<file path="config.mk">
export PLATFORM = sky130hd
export DESIGN_NAME = addr_fence_monitor
export DESIGN_NICKNAME = d
export VERILOG_FILES = /design/src/rtl/afm_pkg.sv /design/src/rtl/afm_cmp.sv /design/src/rtl/afm_boundary.sv /design/src/rtl/afm_ctrl.sv /design/src/rtl/addr_fence_monitor.sv
export SDC_FILE = /design/constraint.sdc
export NUM_CORES = 1
export LEC_CHECK = 0
export ABC_AREA = 1
export BUFFER_PORTS_ARGS = -buffer_cell sky130_fd_sc_hd__buf_2
export CAP_MARGIN = 20
export CORE_MARGIN = 4
export CORE_UTILIZATION = 42
export CTS_CLUSTER_SIZE = 25
export DETAILED_ROUTE_END_ITERATION = 8
export PLACE_DENSITY = 0.82
export SLEW_MARGIN = 10
export SYNTH_ARGS = -nofsm -noshare
export SYNTH_HDL_FRONTEND = slang
export SYNTH_HIERARCHICAL = 1
export SYNTH_SLANG_ARGS = --single-unit
export TNS_END_PERCENT = 10
</file>
<file path="constraint.sdc">
create_clock -name clk -period 1.5 [get_ports clk]
set_input_delay 0 -clock clk [delete_from_list [all_inputs] [get_ports clk]]
set_output_delay 0 -clock clk [all_outputs]
set_load 0.05 [all_outputs]
</file>
<file path="src/rtl/afm_pkg.sv">
package afm_pkg;

  typedef enum logic [2:0] {
    ST_RUN    = 3'd0,
    ST_SKIP   = 3'd1,
    ST_DRAIN  = 3'd2,
    ST_HALT   = 3'd3,
    ST_RELOAD = 3'd4
  } guard_state_t;

  typedef enum logic [1:0] {
    POL_SKIP  = 2'd0,
    POL_DRAIN = 2'd1,
    POL_RING  = 2'd2
  } policy_t;

  function automatic policy_t pick_policy(input logic drain, input logic code_nz);
    if (drain)        return POL_DRAIN;
    else if (code_nz) return POL_RING;
    else              return POL_SKIP;
  endfunction

endpackage

</file>
<file path="src/rtl/afm_cmp.sv">
module afm_cmp #(
  parameter int AW = 32
) (
  input  logic [AW-1:0] ptr,
  input  logic [AW-1:0] fence_addr,
  input  logic          neg_pitch,
  output logic          over
);
  logic ge, le;

  always_comb begin
    ge   = (ptr >= fence_addr);
    le   = (ptr <= fence_addr);
    over = neg_pitch ? le : ge;
  end
endmodule

</file>
<file path="src/rtl/afm_boundary.sv">
module afm_boundary #(
  parameter int AW      = 32,
  parameter int LW      = 4,
  parameter int LB_BASE = 5
) (
  input  logic          clk,
  input  logic          rst,
  input  logic          chan_en,
  input  logic          ptr_step,
  input  logic [AW-1:0] ptr,
  input  logic [LW-1:0] limit_code,
  output logic          limit_irq
);
  localparam int NCODE = 1 << LW;

  logic [NCODE-1:0] aligned;

  assign aligned[0] = 1'b0;

  genvar c;
  generate
    for (c = 1; c < NCODE; c++) begin : g_code
      assign aligned[c] = (ptr[LB_BASE+c-1:0] == '0);
    end
  endgenerate

  always_ff @(posedge clk) begin
    if (rst) limit_irq <= 1'b0;
    else     limit_irq <= chan_en & ptr_step & aligned[limit_code];
  end
endmodule

</file>
<file path="src/rtl/afm_ctrl.sv">
module afm_ctrl
  import afm_pkg::*;
#(
  parameter int AW = 32
) (
  input  logic          clk,
  input  logic          rst,
  input  logic          chan_en,
  input  logic          over,
  input  policy_t       policy,
  input  logic          window_end,
  input  logic          fifo_empty,
  input  logic [AW-1:0] base_addr,
  output logic          stop_xfer,
  output logic          lock_in,
  output logic          reload_ptr,
  output logic [AW-1:0] reload_addr,
  output logic          en_clear,
  output logic          fence_irq
);
  guard_state_t st, st_nx;
  logic         en_q, armed, armed_nx;
  logic         fire, rise;

  always_comb begin
    rise  = chan_en & ~en_q;
    fire  = chan_en & (st == ST_RUN) & over;
    st_nx = st;
    if (!chan_en) begin
      st_nx = ST_RUN;
    end else begin
      unique case (st)
        ST_RUN: if (over) begin
          unique case (policy)
            POL_DRAIN: st_nx = ST_DRAIN;
            POL_RING:  st_nx = ST_RELOAD;
            default:   st_nx = ST_SKIP;
          endcase
        end
        ST_SKIP:   if (window_end) st_nx = ST_RUN;
        ST_DRAIN:  if (fifo_empty) st_nx = ST_HALT;
        ST_HALT:   st_nx = ST_HALT;
        ST_RELOAD: if (!over) st_nx = ST_RUN;
        default:   st_nx = ST_RUN;
      endcase
    end

    if (!chan_en)  armed_nx = 1'b0;
    else if (rise) armed_nx = ~over;
    else if (fire) armed_nx = 1'b0;
    else if (!over) armed_nx = 1'b1;
    else           armed_nx = armed;
  end

  always_ff @(posedge clk) begin
    if (rst) begin
      st          <= ST_RUN;
      en_q        <= 1'b0;
      armed       <= 1'b0;
      stop_xfer   <= 1'b0;
      lock_in     <= 1'b0;
      reload_ptr  <= 1'b0;
      reload_addr <= '0;
      en_clear    <= 1'b0;
      fence_irq   <= 1'b0;
    end else begin
      st         <= st_nx;
      en_q       <= chan_en;
      armed      <= armed_nx;
      stop_xfer  <= (st_nx != ST_RUN);
      lock_in    <= (st_nx == ST_DRAIN) | (st_nx == ST_HALT);
      fence_irq  <= fire & armed & ~rise;
      reload_ptr <= fire & (policy == POL_RING);
      en_clear   <= chan_en & (st == ST_DRAIN) & fifo_empty;
      if (fire && policy == POL_RING) reload_addr <= base_addr;
    end
  end
endmodule

</file>
<file path="src/rtl/addr_fence_monitor.sv">
module addr_fence_monitor
  import afm_pkg::*;
#(
  parameter int AW      = 32,
  parameter int LW      = 4,
  parameter int LB_BASE = 5
) (
  input  logic          clk,
  input  logic          rst,
  input  logic          chan_en,
  input  logic          drain_mode,
  input  logic [LW-1:0] limit_code,
  input  logic          neg_pitch,
  input  logic [AW-1:0] ptr,
  input  logic          ptr_step,
  input  logic [AW-1:0] base_addr,
  input  logic [AW-1:0] fence_addr,
  input  logic          window_end,
  input  logic          fifo_empty,
  output logic          stop_xfer,
  output logic          lock_in,
  output logic          reload_ptr,
  output logic [AW-1:0] reload_addr,
  output logic          en_clear,
  output logic          fence_irq,
  output logic          limit_irq
);
  logic    over;
  policy_t policy;

  assign policy = pick_policy(drain_mode, |limit_code);

  afm_cmp #(.AW(AW)) u_cmp (
    .ptr        (ptr),
    .fence_addr (fence_addr),
    .neg_pitch  (neg_pitch),
    .over       (over)
  );

  afm_boundary #(.AW(AW), .LW(LW), .LB_BASE(LB_BASE)) u_bnd (
    .clk        (clk),
    .rst        (rst),
    .chan_en    (chan_en),
    .ptr_step   (ptr_step),
    .ptr        (ptr),
    .limit_code (limit_code),
    .limit_irq  (limit_irq)
  );

  afm_ctrl #(.AW(AW)) u_ctrl (
    .clk         (clk),
    .rst         (rst),
    .chan_en     (chan_en),
    .over        (over),
    .policy      (policy),
    .window_end  (window_end),
    .fifo_empty  (fifo_empty),
    .base_addr   (base_addr),
    .stop_xfer   (stop_xfer),
    .lock_in     (lock_in),
    .reload_ptr  (reload_ptr),
    .reload_addr (reload_addr),
    .en_clear    (en_clear),
    .fence_irq   (fence_irq)
  );
endmodule

</file>
==> run_results.csv <==
group,metric,value,unit
synth,synth.most_common_cell,"nand2_1",
die,num_rows,30,
synth,yosys.area.top_type_share,29.62,%
clock_network,worstSkewPairLatency,0.30,ns
setup_path,crit_arrival,2.01,ns
setup_path,cp.required,1.69,ns
route,wl_per_cell,14.22,µm
power_and_ir_drop,clockPowerShare,24.0,%
sta,worst_slew_pin_slew,0.3683,ns
setup_path,worstReg2RegEnd,"u_ctrl/reload_addr[20]",
sta,setup-violations-final,36,
hold_path,holdPathEnd,"u_bnd/limit_irq",
placed_design,dp_cells,707,
clock_network,cts_tree,"built",
die,start_util,43.02,%
synth,synth-main-ff-cell,"dfxtp_1",
synth,synth_compound_area_share,5.338,%
sta,rsz0062_at_grt,"true",
grt,gr-usage-all-layers,21.79,%
hold_path,hold_start,"ptr_step",
hold_path,min_path_cells,5,
hold_path,hold_path.class,"input port to flip-flop",
grt,gr-total-overflow,0,
sta,hold_viol_final,0,
power_and_ir_drop,comb_power_share,36.3,%
setup_path,critPathMaxStageDelay,0.31,ns
placed_design,dp.final_hpwl,6.424,mm
synth,synth_top_family_by_area,"simple AND/OR/NAND/NOR gates",
run,drv_cap,0,
grt,grt_pass1_wl,14.95,mm
route,routed_wirelength,10.77,mm
die,die_area,8316,µm²
synth,synth_edf_count,0,
synth,muxShareOfSynthArea,0,%
finish,layout-drive-gt1-share,39.59,%
sta,drv_slew,0,
die,ios,146,
power_and_ir_drop,intPower,2006,µW
power_and_ir_drop,power.leakage,0.002771,µW
setup_path,crit_chain,"buf_2 > ha_1 > a21oi_2 > o21ai_1 > nand2_1 > nand2_2 > a21oi_4 > nand2_1 > nand2_1 > nand3_2 > nand2_2 > clkinv_2 > nand4_1 > buf_6 > buf_12 > nand2_1 > nand2_1 > nor2_1",
power_and_ir_drop,powerDensity,633.8,nW/µm²
sta,hold_slack,0.04161,ns
power_and_ir_drop,swShare,34.50,%
clock_network,cts.path.max_buffers,2,
synth,ys_top_cells_by_count,"134 x nand2_1, 92 x inv_1, 91 x nor2_1",
status,status,"complete, but fails checks",
setup_path,rr_worst_depth,7,
synth,ys.warnings.count,6,
sta,fin_crit,1.818,ns
synth,postSynthAreaPerCell,6.211,µm²
clock_network,cts_buffers,5,
setup_path,critPathKind,"input port to flip-flop",
sta,skew,0.01596,ns
synth,synth-simple-area-share,35.13,%
route,ant_nets,0,
grt,grt_max_degree,33,
sta,fin_ws,-0.3178,ns
setup_path,crit_slowest_cell,"ha_1",
synth,synth_fa_ha_area_share,14.64,%
synth,mappedNetlistArea,2907,µm²
setup_path,crit_family,"simple AND/OR/NAND/NOR gates",
setup_path,regToRegSetupSlack,0.09,ns
power_and_ir_drop,p_sw,1057,µW
status,violations,"setup timing",
sta,clock.fmax,550.1,MHz
route,vias,3672,
synth,synth_cell_types,28,
synth,synth_xor_area_share,0,%
grt,grt_pass1_vias,3588,
finish,fin_nets,818,
sta,slew_headroom,75.45,%
synth,synth_nets,610,
power_and_ir_drop,seq_power_share,39.8,%
route,dr.pass1.iters,5,
setup_path,crit_top_cell,"nand2_1",
finish,final_cells,757,
setup_path,cp-end-kind,"flip-flop",
synth,async_reset_ff_share,0,%
sta,timing.final.crit_share,121.2,%
power_and_ir_drop,ir_worst_vdd,376.1,µV
die,core-area,6756,µm²
route,viasPerCell,4.851,
synth,synth_area_leaders,"dfxtp_1 30%, nand2_1 17%, ha_1 15%",
placed_design,io_buffers,145,
synth,synth_seq_area_share,29.62,%
die,die-width,91.19,µm
setup_path,r2r_start,"u_ctrl/st[2]",
clock_network,cts_root_buffer,"clkbuf_8",
route,drc_errors,0,
route,first_iter_violations,122,
finish,antennaDiodeCount,0,
die,die_h,91.19,µm
setup_path,path_buf_inv,4,
synth,synth_area_leader_cell,"dfxtp_1",
clock_network,cts_max_level,2,
power_and_ir_drop,finalPower,3063,µW
placed_design,gp_congestion,0.8684,
synth,ys_ff_latch,43,
finish,syn2layout_area_growth,66.25,%
clock_network,cts.clk_slew.worst_paths,0.08,ns
setup_path,worst-path-max-fanout,7,
grt,antenna_found_initial,0,
setup_path,critPathLaunchType,"input port",
clock_network,cts.sinks,43,
synth,synth_cells,468,
==> per-stage QoR <==
step / instance area [µm²] / TNS (ns) / utilization (%) / worst slack [ns]
global route: 4832 / -11.79 / 71.52 / -0.3985
global placement: 4006 / -16.90 / 59.30 / -0.4724
CTS: 4506 / -2.894 / 66.69 / -0.1242
floorplan: 3052 / -4.039 / - / -0.1435
finish: 4832 / -6.712 / 71.52 / -0.3178
detailed placement: 4006 / -19.46 / 59.30 / -0.5622
==> worst reg2reg max path, stage by stage (launching register included) <==
cell and delay [ns]:
dfxtp_1 0.46, inv_2 0.08, nand4_1 0.12, buf_6 0.21, buf_12 0.14, nand2_1 0.10, nand2_1 0.14, nor2_1 0.06
==> layout make-up <==
class / count / area (µm²)
timing repair buffer: 211 / 1446
inverter: 99 / 387.9
multi-input combinational: 316 / 1952
sequential: 43 / 860.8
tap: 80 / 100.1
clock buffer: 6 / 72.57
fill: 480 / 1924
clock inverter: 2 / 12.51
==> routing by layer <==
metal / part of all wire (%) / track usage [%]
met4: 4.7 / 10.93
met2: 55 / 43.29
met1: 34 / 20.92
met5: 0 / 0
met3: 6.3 / 4.143
==> placed cells by master, fill, tap and decap left out, drive strengths merged <==
cell | Yosys | routed
nand3 | 12 | 12
clkinv | 3 | 4
nand2 | 135 | 135
or2 | 1 | 1
o21a | 2 | 2
clkinvlp | 0 | 1
nor2 | 97 | 97
dfxtp | 43 | 43
a21oi | 19 | 19
nand4 | 5 | 5
inv | 96 | 96
o211ai | 1 | 1
buf | 7 | 173
nor3 | 4 | 4
a21o | 1 | 1
clkbuf | 3 | 10
o21ai | 5 | 5
dlygate4sd3 | 0 | 34
ha | 34 | 34
==> cell families after synthesis <==
group	after synthesis
flip-flops	43
adder cells (fa/ha/maj)	34
buffers and inverters	109
AND/OR/NAND/NOR	254
AO/OA/AOI/OAI	28
==> power groups by stage <==
| stage | Sequential [µW] | Combinational (µW) | Clock, µW |
|---|---|---|---|
| 2_1_floorplan | 1380 | 381 | 0 |
| 3_3_place_gp | 1240 | 838 | 0 |
| 3_5_place_dp | 1240 | 867 | 0 |
| 4_1_cts | 1210 | 963 | 740 |
| 5_1_grt | 1220 | 1210 | 789 |
| 6_report | 1220 | 1110 | 734 |
==> flip-flops by register name (all words and copies together) (netlist names) <==
register and count:
u_ctrl/reload_addr 32, u_ctrl/st 3, u_bnd/limit_irq 1, u_ctrl/armed 1
u_ctrl/en_clear 1, u_ctrl/en_q 1, u_ctrl/fence_irq 1, u_ctrl/lock_in 1
u_ctrl/reload_ptr 1, u_ctrl/stop_xfer 1
==> repair_timing <==
item / in CTS / in global routing
setup buffers: 1 / 2
endpoints found under the hold margin: 35 / 0
hold buffers: 34 / 0
pin swaps: 2 / 8
endpoints found under the setup margin: 38 / 40
gates resized for setup: 10 / 51
cloned: 1 / 4
==> worst max path at each step <==
stage                   start  cells after the start                     end
2_1_floorplan  fence_addr[11]                     17   u_ctrl/reload_addr[0]
3_3_place_gp   fence_addr[11]                     18  u_ctrl/reload_addr[10]
3_5_place_dp   fence_addr[11]                     18  u_ctrl/reload_addr[16]
4_1_cts               ptr[18]                     20   u_ctrl/reload_addr[4]
5_1_grt        fence_addr[18]                     21  u_ctrl/reload_addr[20]
6_report              ptr[25]                     18  u_ctrl/reload_addr[20]
No activity file was read; power rests on OpenSTA's default activity.
